`src/rtl/fdf_pkg.sv`:
```
package fdf_pkg;
  localparam int LEN_W      = 5;
  localparam int DESC_WORDS = 4;
  localparam int CMD_PAL_BIT = 12;
  localparam int CMD_SOF_BIT = 15;
  localparam int CMD_EOF_BIT = 16;

  typedef enum logic [2:0] {
    ST_IDLE = 3'd0,
    ST_DREQ = 3'd1,
    ST_DRSP = 3'd2,
    ST_PREQ = 3'd3,
    ST_PRSP = 3'd4
  } fdf_state_e;

  typedef struct packed {
    logic pal;
    logic eof;
  } cmd_flags_t;

  function automatic logic [LEN_W-1:0] burst_words(input logic [1:0] sel);
    case (sel)
      2'd0:    burst_words = LEN_W'(4);
      2'd1:    burst_words = LEN_W'(8);
      default: burst_words = LEN_W'(16);
    endcase
  endfunction
endpackage

```
`src/rtl/fdf_rst_sync.sv`:
```
module fdf_rst_sync (
  input  logic clk,
  input  logic rst_n,
  output logic rst_n_sync
);
  logic [1:0] sync_q;

  always_ff @(posedge clk or negedge rst_n) begin
    if (!rst_n) sync_q <= 2'b00;
    else        sync_q <= {sync_q[0], 1'b1};
  end

  assign rst_n_sync = sync_q[1];
endmodule

```
`src/rtl/fdf_desc_regs.sv`:
```
module fdf_desc_regs
  import fdf_pkg::*;
#(
  parameter int DATA_W = 32
) (
  input  logic              clk,
  input  logic              rst_n,
  input  logic              cap_en,
  input  logic [1:0]        cap_idx,
  input  logic [DATA_W-1:0] cap_data,
  output logic [DATA_W-1:0] link_ptr,
  output logic [DATA_W-1:0] stage_src,
  output logic [DATA_W-1:0] cur_src,
  output logic [DATA_W-1:0] cur_fid,
  output cmd_flags_t        cur_flags
);
  localparam int STAGED = DESC_WORDS - 1;

  logic [DATA_W-1:0] stage_q [STAGED];
  logic              commit;

  assign commit = cap_en && (cap_idx == 2'(STAGED));

  for (genvar w = 0; w < STAGED; w++) begin : g_stage
    logic              ld;
    logic [DATA_W-1:0] stage_d;
    assign ld = cap_en && (cap_idx == 2'(w));
    always_comb begin
      stage_d = stage_q[w];
      if (ld) stage_d = cap_data;
    end
    always_ff @(posedge clk or negedge rst_n) begin
      if (!rst_n) stage_q[w] <= '0;
      else        stage_q[w] <= stage_d;
    end
  end

  logic [DATA_W-1:0] src_d, fid_d;
  cmd_flags_t        flags_d;

  always_comb begin
    src_d   = cur_src;
    fid_d   = cur_fid;
    flags_d = cur_flags;
    if (commit) begin
      src_d       = stage_q[1];
      fid_d       = stage_q[2];
      flags_d.pal = cap_data[CMD_PAL_BIT];
      flags_d.eof = cap_data[CMD_EOF_BIT];
    end
  end

  always_ff @(posedge clk or negedge rst_n) begin
    if (!rst_n) begin
      cur_src   <= '0;
      cur_fid   <= '0;
      cur_flags <= '0;
    end else begin
      cur_src   <= src_d;
      cur_fid   <= fid_d;
      cur_flags <= flags_d;
    end
  end

  assign link_ptr  = stage_q[0];
  assign stage_src = stage_q[1];

  // the visible frame fields only move on the commit of a fourth word
  a_r3_fields_commit: assert property (@(posedge clk) disable iff (!rst_n)
    !commit |=> $stable(cur_src) && $stable(cur_fid));
endmodule

```
`src/rtl/fdf_burst_calc.sv`:
```
module fdf_burst_calc
  import fdf_pkg::*;
#(
  parameter int ADDR_W = 32,
  parameter int FLEN_W = 16
) (
  input  logic              clk,
  input  logic              rst_n,
  input  logic [1:0]        burst_sel,
  input  logic              frame_load,
  input  logic [ADDR_W-1:0] load_src,
  input  logic [FLEN_W-1:0] frame_words,
  input  logic              take,
  output logic [ADDR_W-1:0] fetch_ptr,
  output logic [LEN_W-1:0]  req_len,
  output logic              rem_zero
);
  logic [FLEN_W-1:0] rem_q, rem_d;
  logic [ADDR_W-1:0] ptr_d;
  logic [LEN_W-1:0]  burst;

  assign burst    = burst_words(burst_sel);
  assign req_len  = (rem_q < FLEN_W'(burst)) ? rem_q[LEN_W-1:0] : burst;
  assign rem_zero = (rem_q == '0);

  always_comb begin
    ptr_d = fetch_ptr;
    rem_d = rem_q;
    if (frame_load) begin
      ptr_d = load_src;
      rem_d = frame_words;
    end else if (take) begin
      ptr_d = fetch_ptr + (ADDR_W'(req_len) << 2);
      rem_d = rem_q - FLEN_W'(req_len);
    end
  end

  always_ff @(posedge clk or negedge rst_n) begin
    if (!rst_n) begin
      fetch_ptr <= '0;
      rem_q     <= '0;
    end else begin
      fetch_ptr <= ptr_d;
      rem_q     <= rem_d;
    end
  end

  // a pixel burst never asks for more than is still due, nor for nothing
  a_r5_len_fits: assert property (@(posedge clk) disable iff (!rst_n)
    take |-> (req_len != '0) && (FLEN_W'(req_len) <= rem_q));
  // the burst ceiling is never exceeded
  a_r4_len_cap: assert property (@(posedge clk) disable iff (!rst_n)
    take |-> req_len <= LEN_W'(16));
endmodule

```
`src/rtl/fdf_ctrl.sv`:
```
module fdf_ctrl
  import fdf_pkg::*;
#(
  parameter int ADDR_W = 32
) (
  input  logic              clk,
  input  logic              rst_n,
  input  logic              go,
  input  logic [ADDR_W-1:0] head_addr,
  input  logic              stop_req,
  input  logic              rd_ready,
  input  logic              rsp_valid,
  input  logic              rsp_sof,
  input  logic              rsp_eof,
  input  logic              fw_zero,
  input  logic [ADDR_W-1:0] link_ptr,
  input  logic              cur_eof,
  input  logic [LEN_W-1:0]  req_len,
  input  logic              rem_zero,
  output logic              cap_en,
  output logic [1:0]        cap_idx,
  output logic              frame_load,
  output logic              take,
  output logic              req_desc,
  output logic              req_pix,
  output logic              in_pix,
  output logic              busy,
  output logic [ADDR_W-1:0] desc_ptr,
  output logic              sof_irq,
  output logic              eof_irq
);
  fdf_state_e       st_q, st_d;
  logic [ADDR_W-1:0] desc_d;
  logic [1:0]       idx_q, idx_d;
  logic [LEN_W-1:0] beats_q, beats_d;
  logic             pend_q, pend_d;
  logic             sof_d, eof_d;
  logic             frame_end, end_eof;

  always_comb begin
    st_d       = st_q;
    desc_d     = desc_ptr;
    idx_d      = idx_q;
    beats_d    = beats_q;
    pend_d     = pend_q;
    sof_d      = 1'b0;
    eof_d      = 1'b0;
    cap_en     = 1'b0;
    frame_load = 1'b0;
    take       = 1'b0;
    frame_end  = 1'b0;
    end_eof    = 1'b0;
    if (stop_req && (st_q != ST_IDLE)) pend_d = 1'b1;
    case (st_q)
      ST_IDLE: if (go) begin
        desc_d = head_addr;
        st_d   = ST_DREQ;
      end
      ST_DREQ: if (rd_ready) begin
        idx_d = '0;
        st_d  = ST_DRSP;
      end
      ST_DRSP: if (rsp_valid) begin
        cap_en = 1'b1;
        idx_d  = idx_q + 2'd1;
        if (idx_q == 2'(DESC_WORDS - 1)) begin
          frame_load = 1'b1;
          sof_d      = rsp_sof;
          if (fw_zero) begin
            frame_end = 1'b1;
            end_eof   = rsp_eof;
          end else begin
            st_d = ST_PREQ;
          end
        end
      end
      ST_PREQ: if (rd_ready) begin
        take    = 1'b1;
        beats_d = req_len;
        st_d    = ST_PRSP;
      end
      ST_PRSP: if (rsp_valid) begin
        beats_d = beats_q - LEN_W'(1);
        if (beats_q == LEN_W'(1)) begin
          if (rem_zero) begin
            frame_end = 1'b1;
            end_eof   = cur_eof;
          end else begin
            st_d = ST_PREQ;
          end
        end
      end
      default: st_d = ST_IDLE;
    endcase
    if (frame_end) begin
      eof_d = end_eof;
      if (pend_d) begin
        st_d   = ST_IDLE;
        pend_d = 1'b0;
      end else begin
        st_d   = ST_DREQ;
        desc_d = link_ptr;
      end
    end
  end

  always_ff @(posedge clk or negedge rst_n) begin
    if (!rst_n) begin
      st_q     <= ST_IDLE;
      desc_ptr <= '0;
      idx_q    <= '0;
      beats_q  <= '0;
      pend_q   <= 1'b0;
      sof_irq  <= 1'b0;
      eof_irq  <= 1'b0;
    end else begin
      st_q     <= st_d;
      desc_ptr <= desc_d;
      idx_q    <= idx_d;
      beats_q  <= beats_d;
      pend_q   <= pend_d;
      sof_irq  <= sof_d;
      eof_irq  <= eof_d;
    end
  end

  assign cap_idx  = idx_q;
  assign req_desc = (st_q == ST_DREQ);
  assign req_pix  = (st_q == ST_PREQ);
  assign in_pix   = (st_q == ST_PRSP);
  assign busy     = (st_q != ST_IDLE);

  // an unaccepted request is still raised in the next cycle
  a_r11_req_hold: assert property (@(posedge clk) disable iff (!rst_n)
    ((req_desc || req_pix) && !rd_ready) |=> (req_desc || req_pix));
  // no request while pixel beats are still owed
  a_r11_no_overlap: assert property (@(posedge clk) disable iff (!rst_n)
    (in_pix && beats_q > LEN_W'(1)) |-> !(req_desc || req_pix));
  // start-of-frame pulse lasts one cycle
  a_r7_sof_pulse: assert property (@(posedge clk) disable iff (!rst_n)
    sof_irq |=> !sof_irq);
  // end-of-frame pulse lasts one cycle
  a_r8_eof_pulse: assert property (@(posedge clk) disable iff (!rst_n)
    eof_irq |=> !eof_irq);
  // once parked, the engine stays parked unless started
  a_r10_stay_idle: assert property (@(posedge clk) disable iff (!rst_n)
    (!busy && !go) |=> !busy);
endmodule

```
`src/rtl/frame_desc_dma.sv`:
```
module frame_desc_dma
  import fdf_pkg::*;
#(
  parameter int ADDR_W = 32,
  parameter int DATA_W = 32,
  parameter int FLEN_W = 16
) (
  input  logic              clk,
  input  logic              rst_n,
  input  logic              go,
  input  logic [ADDR_W-1:0] head_addr,
  input  logic              stop_req,
  input  logic [1:0]        burst_sel,
  input  logic [FLEN_W-1:0] frame_words,
  output logic              rd_req,
  output logic [ADDR_W-1:0] rd_addr,
  output logic [LEN_W-1:0]  rd_len,
  input  logic              rd_ready,
  input  logic              rsp_valid,
  input  logic [DATA_W-1:0] rsp_data,
  output logic              pix_valid,
  output logic [DATA_W-1:0] pix_data,
  output logic [DATA_W-1:0] cur_src,
  output logic [DATA_W-1:0] cur_fid,
  output logic              pal_flag,
  output logic              sof_irq,
  output logic              eof_irq,
  output logic              busy
);
  logic              rstn_i;
  logic              cap_en, frame_load, take;
  logic [1:0]        cap_idx;
  logic              req_desc, req_pix, in_pix;
  logic [DATA_W-1:0] link_ptr, stage_src;
  cmd_flags_t        flags;
  logic [ADDR_W-1:0] desc_ptr, fetch_ptr;
  logic [LEN_W-1:0]  req_len;
  logic              rem_zero;

  fdf_rst_sync i_rst (
    .clk        (clk),
    .rst_n      (rst_n),
    .rst_n_sync (rstn_i)
  );

  fdf_desc_regs #(.DATA_W(DATA_W)) i_desc (
    .clk       (clk),
    .rst_n     (rstn_i),
    .cap_en    (cap_en),
    .cap_idx   (cap_idx),
    .cap_data  (rsp_data),
    .link_ptr  (link_ptr),
    .stage_src (stage_src),
    .cur_src   (cur_src),
    .cur_fid   (cur_fid),
    .cur_flags (flags)
  );

  fdf_burst_calc #(.ADDR_W(ADDR_W), .FLEN_W(FLEN_W)) i_burst (
    .clk         (clk),
    .rst_n       (rstn_i),
    .burst_sel   (burst_sel),
    .frame_load  (frame_load),
    .load_src    (ADDR_W'(stage_src)),
    .frame_words (frame_words),
    .take        (take),
    .fetch_ptr   (fetch_ptr),
    .req_len     (req_len),
    .rem_zero    (rem_zero)
  );

  fdf_ctrl #(.ADDR_W(ADDR_W)) i_ctrl (
    .clk        (clk),
    .rst_n      (rstn_i),
    .go         (go),
    .head_addr  (head_addr),
    .stop_req   (stop_req),
    .rd_ready   (rd_ready),
    .rsp_valid  (rsp_valid),
    .rsp_sof    (rsp_data[CMD_SOF_BIT]),
    .rsp_eof    (rsp_data[CMD_EOF_BIT]),
    .fw_zero    (frame_words == '0),
    .link_ptr   (ADDR_W'(link_ptr)),
    .cur_eof    (flags.eof),
    .req_len    (req_len),
    .rem_zero   (rem_zero),
    .cap_en     (cap_en),
    .cap_idx    (cap_idx),
    .frame_load (frame_load),
    .take       (take),
    .req_desc   (req_desc),
    .req_pix    (req_pix),
    .in_pix     (in_pix),
    .busy       (busy),
    .desc_ptr   (desc_ptr),
    .sof_irq    (sof_irq),
    .eof_irq    (eof_irq)
  );

  assign rd_req    = req_desc || req_pix;
  assign rd_addr   = req_desc ? desc_ptr : fetch_ptr;
  assign rd_len    = req_desc ? LEN_W'(DESC_WORDS) : req_len;
  assign pix_valid = in_pix && rsp_valid;
  assign pix_data  = rsp_data;
  assign pal_flag  = flags.pal;

  // a waiting request keeps its address and length
  a_r11_addr_hold: assert property (@(posedge clk) disable iff (!rstn_i)
    (rd_req && !rd_ready) |=> rd_req && $stable(rd_addr) && $stable(rd_len));
  // an idle engine reads nothing and forwards nothing
  a_r10_idle_quiet: assert property (@(posedge clk) disable iff (!rstn_i)
    !busy |-> !rd_req && !pix_valid);
endmodule

```
`config.mk`:
```
export PLATFORM = sky130hd
export DESIGN_NAME = frame_desc_dma
export DESIGN_NICKNAME = d
export VERILOG_FILES = /design/src/rtl/fdf_pkg.sv /design/src/rtl/fdf_rst_sync.sv /design/src/rtl/fdf_desc_regs.sv /design/src/rtl/fdf_burst_calc.sv /design/src/rtl/fdf_ctrl.sv /design/src/rtl/frame_desc_dma.sv
export SDC_FILE = /design/constraint.sdc
export NUM_CORES = 1
export LEC_CHECK = 0
export BUFFER_PORTS_ARGS = -buffer_cell sky130_fd_sc_hd__buf_2
export CORE_MARGIN = 2
export CORE_UTILIZATION = 25
export CTS_CLUSTER_SIZE = 24
export DETAILED_ROUTE_END_ITERATION = 8
export GPL_TIMING_DRIVEN = 0
export PLACE_DENSITY_LB_ADDON = 0.25
export SETUP_SLACK_MARGIN = 0.5
export SYNTH_ARGS = -nofsm -noshare
export SYNTH_HDL_FRONTEND = slang
export SYNTH_HIERARCHICAL = 1
export SYNTH_SLANG_ARGS = --single-unit
```
`constraint.sdc`:
```
create_clock -name clk -period 20.2 [get_ports clk]
set_input_delay 1.01 -clock clk [delete_from_list [all_inputs] [get_ports clk]]
set_output_delay 1.01 -clock clk [all_outputs]
set_load 0.01 [all_outputs]
```
==> impl_metrics.json, run 1 <==
{
  "port_buffers": 226,
  "fin_tns_setup_ns": 0,
  "final_common_cell": "dfrtp_1",
  "ioPinCount": 227,
  "root_buffer": "clkbuf_16",
  "fmax_mhz": 216,
  "area_growth_pct": 26.2,
  "fin_ws_ns": 15.58,
  "first_iter_violations": 474,
  "die_x_um": 233,
  "async_flop_share_pct": 100,
  "fp.coreArea_um2": 51600,
  "worstPathMaxFanout": 10,
  "place_congestion": 0.825,
  "overflow": 0,
  "grt_util_met3_pct": 3.19,
  "die_area_um2": 54300,
  "hp-class": "input pin to asynchronous set/reset pin",
  "synth-edff-count": 0,
  "rsz0062_at_grt": "false",
  "grt-busiest-layer": "met2",
  "fillers": 5242,
  "hold_buffers": 0,
  "drc": 0,
  "drv_cap": 0,
  "avgSynthCellArea_um2": 12.5,
  "tightest_slew_ns": 1.10,
  "synth_cells": 1051,
  "setup_violations": 0,
  "yosysTopAreaCellShare_pct": 49.0,
  "postCtsSetupBuffers": 0,
  "antenna_left": 0,
  "rows": 83,
  "finalHoldViolCount": 0,
  "most-common-layout-cells": "256 x dfrtp_1, 242 x buf_2, 180 x mux2_2, 99 x buf_4, 52 x nand2_1",
  "finalPower_uw": 2320,
  "cp.required_ns": 20.62,
  "ys_types": 76,
  "wl_per_cell_um": 19.6,
  "synthTopCellsByArea": "dfrtp_1 49%, mux2_2 15%, buf_4 5.7%",
  "grt_max_degree": 51,
  "start_util_pct": 25.4,
  "syn_nets": 1154,
  "ys_seq_area_share_pct": 49.0,
  "slew_headroom_pct": 26.1,
  "yosys.area.top_type": "dfrtp_1",
  "slew_violations": 0,
  "clockBufferDepth": 3,
  "nNetsFinal": 1422,
  "ir_drop_v": 0.0000550,
  "synthFlopType": "dfrtp_1",
  "crit_type": "input pin to flip-flop",
  "outcome": "finished clean",
  "period_minus_slack_ns": 4.62,
  "leakage_uw": 0.00816,
  "cts.sink_count": 257,
  "cts-buffers-inserted": 35,
  "met2_usage_pct": 23.4,
  "grtUsageMet1_pct": 20.0,
  "antenna_found_initial": 3,
  "grt_pass1_wl_um": 59000,
  "cts_tree": "yes",
  "clkTransAtPathRegs_ns": 0.06,
  "routed-via-count": 9029,
  "hpwl_um": 29400,
  "pwr_density_cell_nw_per_um2": 140,
  "crit_arrival_ns": 5.04,
  "whs_ns": 0.254,
  "post-route-period-util_pct": 22.9,
  "worstSetupStartpointType": "input pin",
  "end_kind": "flip-flop",
  "grt_pass1_vias": 9287,
  "dieHeight_um": 233,
  "drt-total-wl_um": 39700,
  "place_ws_ns": 15.02,
  "h-tree-depth": 2,
  "synth-warning-count": 6,
  "viasPerCell": 4.45,
  "drtPass1Iterations": 4,
  "drive_gt1_share_pct": 49.3,
  "post_cts_resized": 0,
  "skew_ns": 0.0113,
  "grt.total_usage_pct": 14.7,
  "worstSkewPairLatency_ns": 0.53,
  "ys_ff_latch": 257,
  "synth.cell_area_um2": 13100
}
[layer usage]
| layer | part of all wire, % | up-vias |
|---|---|---|
| li1 | - | 4204 |
| met1 | 46 | 4549 |
| met2 | 46 | 216 |
| met3 | 5.3 | 58 |
| met4 | 2.0 | 2 |
| met5 | 0.018 | - |
[layout make-up]
class | instances | area (um^2) | area share (%)
well taps | 680 | 851 | 5.14
multi-input cells | 627 | 5550 | 33.5
inverters | 24 | 90.1 | 0.544
clock buffers | 48 | 1050 | 6.33
clock inverters | 15 | 263 | 1.59
diodes | 2 | 5.00 | 0.0302
plain buffers | 143 | 1040 | 6.31
flip-flops and latches | 257 | 6430 | 38.9
repair buffers | 231 | 1270 | 7.66
[stage by stage]
| step | cells | cell area, um^2 | utilization (%) |
|---|---|---|---|
| 2_1_floorplan | 1051 | 13100 | - |
| 3_3_place_gp | 1957 | 15100 | 29.3 |
| 3_5_place_dp | 1962 | 15200 | 29.5 |
| 4_1_cts | 2025 | 16500 | 32.1 |
| 5_1_grt | 2025 | 16500 | 32.1 |
| 6_report | 2027 | 16600 | 32.1 |
[sequential cells by signal, summed over array words and instances (netlist names), 3 cells and up]
| name | cells |
|---|---|
| i_ctrl/beats_q | 5 |
| i_desc/cur_fid | 32 |
| i_ctrl/desc_ptr | 32 |
| i_desc/stage_src | 32 |
| i_ctrl/st_q | 3 |
| i_desc/stage_q | 32 |
| i_burst/fetch_ptr | 32 |
| i_desc/cur_src | 32 |
| i_burst/rem_q | 16 |
| i_desc/link_ptr | 32 |
[worst paths after layout]
path                                               from  cells after the start  slack, ns                                 to
setup / recovery                           burst_sel[1]                     15      15.58  i_burst/fetch_ptr[30]$_DFFE_PN0N_
hold / removal                                    rst_n                      1       0.25          i_rst/sync_q[1]$_DFF_PN0_
setup reg to reg           i_burst/rem_q[3]$_DFFE_PN0N_                     12      15.89  i_burst/fetch_ptr[30]$_DFFE_PN0N_
hold reg to reg               i_rst/sync_q[1]$_DFF_PN0_                      0       0.32     i_desc/stage_q[10]$_DFFE_PN0P_
max in group asynchronous     i_rst/sync_q[1]$_DFF_PN0_                      3      18.64      i_ctrl/desc_ptr[29]$_DFF_PN0_
min in group clk              i_rst/sync_q[0]$_DFF_PN0_                      0       0.35          i_rst/sync_q[1]$_DFF_PN0_
[where the power goes]
group | internal (uW) | total, uW | switching, uW
Clock | 453 | 699 | 246
Sequential | 698 | 836 | 138
Combinational | 448 | 789 | 341
[synthesized netlist by cell type, types with 4 or more instances]
| master | n |
|---|---|
| a211o_1 | 5 |
| a21o_1 | 5 |
| a21oi_1 | 17 |
| a221o_1 | 9 |
| a2bb2oi_1 | 4 |
| a31oi_1 | 4 |
| and2_1 | 4 |
| and3_1 | 9 |
| and4_1 | 4 |
| buf_2 | 16 |
| buf_4 | 99 |
| buf_6 | 9 |
| clkbuf_1 | 15 |
| dfrtp_1 | 257 |
| ha_1 | 14 |
| inv_1 | 22 |
| mux2_1 | 42 |
| mux2_2 | 180 |
| mux2_4 | 43 |
| mux2i_1 | 4 |
| nand2_1 | 52 |
| nand3_1 | 15 |
| nand3b_1 | 5 |
| nand4_1 | 12 |
| nor2_1 | 33 |
| nor2b_1 | 9 |
| nor3_1 | 14 |
| nor4_1 | 10 |
| nor4_2 | 4 |
| o211ai_1 | 5 |
| o21a_1 | 4 |
| o21ai_0 | 38 |
| o311ai_0 | 5 |
| xnor2_1 | 15 |
| xor2_1 | 10 |
[critical path, cell delays in order]
cell and delay [ns]:
buf_2 0.12, nor2b_1 0.14, inv_1 0.06, ha_1 0.26
o21ai_0 0.14, o21ai_1 0.47, nor2_1 0.21, ha_1 0.30
fa_1 0.42, a21o_1 0.21, a2bb2oi_1 0.54, clkbuf_1 0.65
nand3b_1 0.21, mux2i_1 0.21, nand2_1 0.07
[kinds of logic (layout without fill, tap and decap cells)]
logic type,count (synthesis),after routing,synth area share (%)
mux,269,269,24.3
flops,257,257,49.0
simple gates,202,202,8.97
buf+inv,167,461,8.65
compound gates,114,114,5.85
xor+xnor,25,25,1.67
fa+ha+maj,15,15,1.49
other cells,2,4,0.0573
Power figures use the tool's default switching activity.
==> inputs of run 2 (changes only) <==
- clock period: 20.2 -> 4.54 ns (I/O delays scaled with it)
==> run 2 against run 1 <==
Register-to-register slack worse by 15 ns. Combinational power rose to 4.5 times the previous value. Final area up 1.9%.
==> impl_metrics.json, run 2 (synthesized netlist as in run 1, its figures left out) <==
{
  "cp_slowest_cell": "o21ai_1",
  "switching_power_uw": 3220,
  "fin_cells": 2067,
  "first_iter_violations": 562,
  "fin_tns_setup_ns": 0,
  "cts_tree": "yes",
  "hold_path_startpoint": "rsp_data[31]",
  "nNetsFinal": 1470,
  "reg2reg_setup_slack_ns": 0.76,
  "period_minus_slack_ns": 3.78,
  "routed-via-count": 9299,
  "grt_pass1_wl_um": 59700,
  "cts-buffers-inserted": 35,
  "worstSetupStartpointType": "flip-flop",
  "place_congestion": 0.825,
  "whs_endpoint": "i_desc/stage_src[31]$_DFFE_PN0P_",
  "wl_met1_um": 18400,
  "viasPerCell": 4.50,
  "hp-class": "input pin to flip-flop",
  "p_int_uw": 6820,
  "drive_gt1_share_pct": 47.9,
  "num_antenna_cells": 0,
  "die_x_um": 233,
  "h-tree-depth": 2,
  "worstPathMaxFanout": 7,
  "final_common_cell": "dfrtp_1",
  "start_util_pct": 25.4,
  "overflow": 0,
  "wl_met2_um": 18500,
  "finalPower_uw": 10000,
  "post-route-period-util_pct": 83.2,
  "p_sw_share_pct": 32.1,
  "place_ws_ns": 0.131,
  "path_common_cell": "ha_1",
  "port_buffers": 226,
  "grt_max_degree": 65,
  "grt.total_usage_pct": 14.8,
  "dieHeight_um": 233,
  "antenna_found_initial": 3,
  "die_area_um2": 54300,
  "grt_pass1_vias": 9495,
  "pwr_density_cell_nw_per_um2": 595,
  "skew_ns": 0.0209,
  "rr_endpoint": "i_burst/fetch_ptr[31]$_DFFE_PN0N_",
  "min_path_cells": 2,
  "reg2reg_depth": 9,
  "leakage_uw": 0.00828,
  "clockBufferDepth": 3,
  "fillers": 5212,
  "critPathMaxStageDelay_ns": 0.82,
  "clkPwrFrac_pct": 27.3,
  "area_growth_pct": 28.6,
  "finalHoldViolCount": 0,
  "drv_cap": 0,
  "ir_drop_v": 0.000252,
  "cts.sink_count": 257,
  "hpwl_um": 29100,
  "rows": 83,
  "drt-total-wl_um": 40100,
  "slew_headroom_pct": 30.3,
  "most-common-layout-cells": "256 x dfrtp_1, 242 x buf_2, 180 x mux2_2, 101 x buf_4, 52 x nand2_1",
  "fin_ws_ns": 0.761,
  "outcome": "finished clean",
  "cp.required_ns": 4.97,
  "path_cells": "ha_1 > nor4_1 > o21ai_2 > mux2_2 > ha_1 > o21ai_1 > nor3_2 > a41o_1 > or2_2",
  "wl_per_cell_um": 19.4,
  "drc": 0,
  "reg2reg_from": "i_burst/rem_q[3]$_DFFE_PN0N_",
  "crit_type": "flip-flop to flip-flop",
  "critical_path_buf_inv_count": 0,
  "fp.coreArea_um2": 51600,
  "slew_violations": 0,
  "end_kind": "flip-flop",
  "setup_violations": 0,
  "ioPinCount": 227,
  "route.met3.wl_um": 2270,
  "pwr-share-comb_pct": 35.5,
  "clkTransAtPathRegs_ns": 0.06,
  "worstSkewPairLatency_ns": 0.55,
  "antenna_left": 0,
  "crit_arrival_ns": 4.20,
  "dp.cells": 1961,
  "tightest_slew_ns": 1.04,
  "critPathTopFamily": "compound AO/OA/AOI/OAI gates",
  "rsz0062_at_grt": "false",
  "p_seq_share_pct": 37.2,
  "root_buffer": "clkbuf_16",
  "fmax_mhz": 265,
  "top_layer_used": "met5",
  "drtPass1Iterations": 5
}
==> run 2: cell type report <==
class,count,area [um^2],share of cell area [%]
inverter,24,91.3,0.542
buffer,143,1050,6.26
tap,680,851,5.05
clock inverter,9,116,0.690
timing repair buffer,279,1720,10.2
clock buffer,48,1020,6.03
multi-input combinational,627,5580,33.1
sequential,257,6430,38.2
==> run 2: power by group through the flow <==
stage	Combinational [uW]	Sequential, uW	Clock [uW]
after global placement	3440	3780	0
after CTS	3580	3740	2850
final	3560	3730	2740
after detailed placement	3540	3780	0
after floorplan	2550	3630	0
after global routing	3880	3870	2940
==> run 2: worst max path at each step <==
stage                                       from                                end  slack, ns  cells after the start
finish              i_burst/rem_q[3]$_DFFE_PN0N_  i_burst/fetch_ptr[31]$_DFFE_PN0N_       0.76                      9
floorplan           i_burst/rem_q[7]$_DFFE_PN0N_      i_burst/rem_q[10]$_DFFE_PN0N_       1.17                     11
CTS                   i_ctrl/st_q[0]$_DFFE_PN0P_   i_burst/fetch_ptr[1]$_DFFE_PN0P_       0.41                      8
global route          i_ctrl/st_q[0]$_DFFE_PN0P_      i_burst/rem_q[14]$_DFFE_PN0N_       0.54                      9
detailed placement                  burst_sel[1]  i_burst/fetch_ptr[30]$_DFFE_PN0N_       0.13                     15
global placement                    burst_sel[1]  i_burst/fetch_ptr[30]$_DFFE_PN0N_       0.15                     15
==> run 2: worst register-to-register path: cells and delay by family, from the launching register on <==
kind | cells | cell delay (ns)
and+or+nand+nor | 3 | 0.90
adders and majority gates | 2 | 0.60
muxes | 1 | 0.39
AOI/OAI and AO/OA | 3 | 1.33
DFF | 1 | 0.45
==> run 2: per-layer routing <==
layer  up-vias  track usage, %
met2       242            23.8
met3        61            3.05
li1       4318               -
met1      4676            19.9
met5         -               0
met4         2            4.94
==> run 2: timing repair <==
action	in CTS	in global routing
hold buffers	47	0
gates resized for setup	7	6
setup buffers	0	2
pin swaps	0	1
endpoints found under the hold margin	104	0
endpoints found under the setup margin	28	34
==> run 2: stage by stage <==
stage | area, um^2 | hold slack, ns | utilization (%)
2_1_floorplan | 13100 | -0.0686 | -
3_3_place_gp | 15100 | 0.0119 | 29.3
3_5_place_dp | 15200 | 0.0137 | 29.5
4_1_cts | 16800 | 0.00431 | 32.6
5_1_grt | 16900 | 0.0268 | 32.7
6_report | 16900 | 0.0344 | 32.7
